## src/rtl/clk_stop_gate.sv

```systemverilog
module clk_stop_gate #(
  parameter int SYNC_STAGES = 2,
  parameter int MIN_ON      = 100
) (
  input  logic clk_in,
  input  logic rst_n,
  input  logic stop_req_n,
  output logic clk_out,
  output logic stopped_o
);
  localparam int CW = $clog2(MIN_ON + 1);
  localparam logic [CW-1:0] CNT_FULL = CW'(MIN_ON);

  logic [SYNC_STAGES-1:0] sync_q;
  logic                   en_req;
  logic                   en_q;
  logic                   pend;
  logic [CW-1:0]          cnt;

  wire req_stop = ~sync_q[SYNC_STAGES-1];
  wire cnt_done = (cnt == CNT_FULL);

  always_ff @(posedge clk_in or negedge rst_n) begin
    if (!rst_n) sync_q <= '1;
    else        sync_q <= SYNC_STAGES'({sync_q, stop_req_n});
  end

  always_ff @(posedge clk_in or negedge rst_n) begin
    if (!rst_n) begin
      en_req <= 1'b1;
      cnt    <= CNT_FULL;
      pend   <= 1'b0;
    end else if (en_req) begin
      if (cnt_done && (req_stop || pend)) begin
        en_req <= 1'b0;
        pend   <= 1'b0;
      end else if (!cnt_done) begin
        cnt <= cnt + 1'b1;
        if (req_stop) pend <= 1'b1;
      end
    end else if (!req_stop) begin
      en_req <= 1'b1;
      cnt    <= '0;
    end
  end

  always_ff @(negedge clk_in or negedge rst_n) begin
    if (!rst_n) en_q <= 1'b1;
    else        en_q <= en_req;
  end

  assign clk_out   = clk_in & en_q;
  assign stopped_o = ~en_q;


  close_after_window_chk: assert property (@(posedge clk_in) disable iff (!rst_n)
    $fell(en_req) |-> $past(cnt) == CNT_FULL);


  close_needs_request_chk: assert property (@(posedge clk_in) disable iff (!rst_n)
    $fell(en_req) |-> ($past(sync_q[SYNC_STAGES-1]) == 1'b0 || $past(pend)));


  open_needs_release_chk: assert property (@(posedge clk_in) disable iff (!rst_n)
    $rose(en_req) |-> $past(sync_q[SYNC_STAGES-1]) == 1'b1);


  window_restart_chk: assert property (@(posedge clk_in) disable iff (!rst_n)
    $rose(en_req) |-> cnt == '0);


  parked_low_chk: assert property (@(negedge clk_in) disable iff (!rst_n)
    stopped_o |-> !clk_out);
endmodule

```

## config.mk

```make
export PLATFORM = sky130hd
export DESIGN_NAME = clk_stop_gate
export DESIGN_NICKNAME = d
export VERILOG_FILES = /design/src/rtl/clk_stop_gate.sv
export SDC_FILE = /design/constraint.sdc
export NUM_CORES = 1
export LEC_CHECK = 0
export ABC_AREA = 1
export BUFFER_PORTS_ARGS = -buffer_cell sky130_fd_sc_hd__buf_2
export CAP_MARGIN = 5
export CORE_AREA = 2 2 39 41
export CTS_CLUSTER_DIAMETER = 60
export DETAILED_ROUTE_END_ITERATION = 8
export DIE_AREA = 0 0 41 43
export PLACE_DENSITY = 0.77
export SYNTH_ARGS = -nofsm -noshare
export SYNTH_HDL_FRONTEND = slang
export SYNTH_SLANG_ARGS = --single-unit
```

## constraint.sdc

```tcl
create_clock -name clk_in -period 1.2 [get_ports clk_in]
set_input_delay 0.18 -clock clk_in [delete_from_list [all_inputs] [get_ports clk_in]]
set_output_delay 0.18 -clock clk_in [all_outputs]
set_load 0.02 [all_outputs]
```

Word-level counts from Yosys, hierarchy flattened
Index checks and enable logic that the tools add are counted.

word-level totals
  bits in registers = 12
  bits of input ports = 3
  output and inout bits = 2

operators by class
  add/sub/neg operators = 1
  equality and inequality tests = 5
  mux-type cells = 10
  bitwise operators = 3
  reduce and logical (&&, ||, !) cells = 5

operators by type and width
  kind                   number
  $mux W7                4
  $add A7 B1 Y7 const B  1
  $eq A7 B7 Y1 const B   1
  $mux W1                6
  $reduce_and A3 Y1      2
  $ne A2 B1 Y1 const B   2
  $ne A2 B2 Y1 const B   2
  $not A1 Y1             2
  $reduce_bool A2 Y1     1
  $and A1 B1 Y1          1
  $logic_and A1 B1 Y1    1
  $logic_or A1 B1 Y1     1

Logic depth before layout (Yosys ltp)
  word-level depth = 5
  depth in mapped cells = 8
  gate-level depth less buffers = 8

==> results.txt <==
----------------------------------------------------
[Critical path]
  Slowest Stage Delay on Critical Path ... 0.53 ns
  Maximum net fanout on the critical path ... 2
  Setup slack of the most critical reg-to-reg path ... -0.09 ns
  Data arrival time of the critical path ... 1.78 ns
  CP top delay family ... flip-flops
  Slowest cell on the critical path ... sky130_fd_sc_hd__dfstp_2
  Crit Path Class ... reg2out
  Worst Path Required ... 1.02 ns
  Type of element launching the critical path ... flip-flop
  Critical path cell sequence ... nand2_2 -> inv_2 -> buf_6
  Element type at the critical path end ... output pin
  CP bufs+invs ... 2

[Floorplanning]
  Chip Width ... 41 um
  Total number of placement rows ... 14
  Area of the placeable core ... 1384 um^2
  # IOs ... 5
  Starting Density ... 45.30%
  Area of the die ... 1763 um^2
  Die height ... 43 um

[Final layout]
  Fillers ... 101
  Top library cells by usage in the layout, fill and taps aside ... sky130_fd_sc_hd__nand2_1 (23), sky130_fd_sc_hd__buf_4 (15), sky130_fd_sc_hd__inv_1 (9), sky130_fd_sc_hd__nand2_2 (9), sky130_fd_sc_hd__dfstp_2 (7)
  Sequential cell area ... 309.0 um^2
  Area occupied by multi-input gates ... 334.1 um^2
  Share of layout cells above drive strength 1 ... 47.71%
  Layout area overhead ... 48.70%
  Total number of nets in the final design ... 115
  Number of inserted diodes ... 0
  Leading cell type in the layout, fill and taps excluded ... sky130_fd_sc_hd__nand2_1

[Route]
  Number of vias per cell after detailed routing ... 4.936
  Drt first pass iters ... 4
  Total routed wirelength ... 1526 um
  Residual DRC count ... 0
  Average detailed-routed wire length per instance ... 12.21 um
  Initial drt markers ... 24
  Via Count ... 617
  Number of routed nets with antenna violations ... 0

[Logic synthesis]
  Area share of the largest cell type after synthesis ... 29.34%
  Synthesized area per cell ... 7.739 um^2
  Cell accounting for the most synthesized area ... sky130_fd_sc_hd__dfstp_2
  Post-Syn Area ... 626.9 um^2
  Number of synthesized register bits ... 12
  Number of distinct library cell variants in the gate-level netlist after synthesis ... 17
  Number of warning messages in the yosys log ... 0
  Sequential-to-total area share from yosys stat ... 49.30%
  Count of mapped cells out of synthesis ... 81
  Main area contributors after synthesis ... sky130_fd_sc_hd__dfstp_2 (29%), sky130_fd_sc_hd__dfrtp_1 (20%), sky130_fd_sc_hd__nand2_1 (19%)
  Syn Nets ... 86

[Placed design]
  Input/output buffers ... 4
  Final Wtd Congestion ... 0.7788
  Final HPWL DP ... 830.5 um
  Placement-stage worst setup slack ... -0.3116 ns

[Power]
  Combinational share of power ... 43.2%
  Power per Cell Area ... 2632 nW/um^2
  Share of power burned in the clock network ... 27.3%
  Switching power as a share of total power ... 39.58%
  Worst vdd ir ... 1.289 mV
  NetSw ... 971.1 uW
  Register share of total power ... 29.5%
  Internal power ... 1.482 mW
  P_leak ... 0.4900 nW

[Global route]
  All-Layer GR Usage ... 19.59%
  Number of global-route vias before repair ... 569
  Pin count of the biggest net entering global routing ... 12
  Number of antenna violations at the first check in global routing ... 0
  Total overflow reported by the global router ... 0
  Global-route wire length before repair ... 2194 um

[Timing]
  Transition time of the tightest slew-check pin ... 0.2702 ns
  Number of hold violations in the final report ... 0
  Worst setup margin ... -0.7588 ns
  Final hold slack ... 0.2498 ns
  Final total negative setup slack ... -1.898 ns
  RSZ-0062 raised after global routing ... yes
  Number of setup violations in the final report ... 11
  Worst setup skew after layout ... 0.06731 ns
  Max transition margin ... 81.98%
  Final Slew Violations ... 0

[Clock network]
  Clock tree from TritonCTS ... done
  Clock-pin slew reported for the worst setup and hold paths after clock tree synthesis ... 0.09 ns
  Clock network latency to the later pin of the worst-skew pair ... 0.45 ns

[Status]
  Violated checks ... negative setup slack
  Status ... finished with violations

[Run]
  Max cap viols ... 0

[Worst hold path]
  Hold Path Class ... in2async

----------------------------------------------------
==> registers in the layout (all words and copies together), names as in the netlist <==
name / cells
cnt: 7
sync_q: 2
en_q: 1
en_req: 1
pend: 1
==> final timing paths <==
check,depth (start not counted),to,start
max,3,clk_out,en_q
min,3,cnt[0],rst_n
max reg2reg,8,cnt[1],cnt[0]
min reg2reg,0,sync_q[1],sync_q[0]
max in group asynchronous,2,en_q,rst_n
min in group clk_in,0,sync_q[1],sync_q[0]
==> cells by family (layout without fill, tap and decap cells) <==
kind of cell             Yosys count  in the layout  synth area share, %
buffers and inverters             12             40                7.185
flip-flops                        12             12                49.30
adder cells (fa/ha/maj)            2              2                3.991
AO/OA/AOI/OAI                      7              7                6.986
AND/OR/NAND/NOR                   48             48                32.54
==> worst reg2reg max path, delay by kind of cell (launching register included) <==
family | cells | cell delay (ns)
buffers and inverters | 2 | 0.21
adders and majority gates | 1 | 0.16
and+or+nand+nor | 4 | 0.26
AOI/OAI and AO/OA | 1 | 0.17
DFF | 1 | 0.43
==> cell usage after synthesis <==
cell                       instances
sky130_fd_sc_hd__nor3_1            1
sky130_fd_sc_hd__inv_1            12
sky130_fd_sc_hd__o21ai_0           3
sky130_fd_sc_hd__nand2_2           1
sky130_fd_sc_hd__nand2_4           1
sky130_fd_sc_hd__dfrtp_1           5
sky130_fd_sc_hd__ha_1              2
sky130_fd_sc_hd__dfstp_2           7
sky130_fd_sc_hd__nor2_2            2
sky130_fd_sc_hd__nand4_1           1
sky130_fd_sc_hd__nor2_1            6
sky130_fd_sc_hd__o21a_1            1
sky130_fd_sc_hd__o21bai_1          1
sky130_fd_sc_hd__a21oi_1           1
sky130_fd_sc_hd__nand2_1          32
sky130_fd_sc_hd__nand3_1           4
sky130_fd_sc_hd__a21oi_2           1
==> cell type report <==
| type | count | share of cell area (%) |
|---|---|---|
| multi-input combinational | 57 | 35.84 |
| sequential | 12 | 33.15 |
| timing repair buffer | 20 | 16.51 |
| clock buffer | 8 | 7.517 |
| inverter | 10 | 4.027 |
| tap | 16 | 2.148 |
| clock inverter | 2 | 0.8054 |
==> per-layer routing <==
| metal | wire length, um | global-route usage (%) | up-vias |
|---|---|---|---|
| li1 | - | - | 305 |
| met1 | 659 | 22.67 | 289 |
| met2 | 771 | 26.25 | 20 |
| met3 | 75 | 7.853 | 3 |
| met4 | 19 | 17.33 | 0 |
| met5 | 0 | 0 | - |
==> per-stage QoR <==
step | power (mW) | instances | util [%] | area (um^2)
finish | 2.454 | 125 | 67.36 | 932.1
global route | 2.623 | 125 | 67.36 | 932.1
CTS | 2.309 | 122 | 64.01 | 885.9
detailed placement | 1.514 | 108 | 51.99 | 719.4
global placement | 1.488 | 108 | 51.99 | 719.4
floorplan | 1.230 | 81 | - | 626.9
==> power groups by stage <==
stage	clock network [mW]	registers, mW	logic (mW)
final	0.671	0.724	1.06
after global placement	0.122	0.707	0.659
after CTS	0.673	0.706	0.930
after global routing	0.724	0.733	1.17
after detailed placement	0.122	0.715	0.678
after floorplan	0.0940	0.707	0.429
==> repair_timing <==
item,CTS,global route
endpoints found under the hold margin,12,0
buffers inserted,5,3
gates resized for setup,15,9
endpoints found under the setup margin,12,11
pin swaps,13,6
hold buffers,2,0
Power figures use the tool's default switching activity.
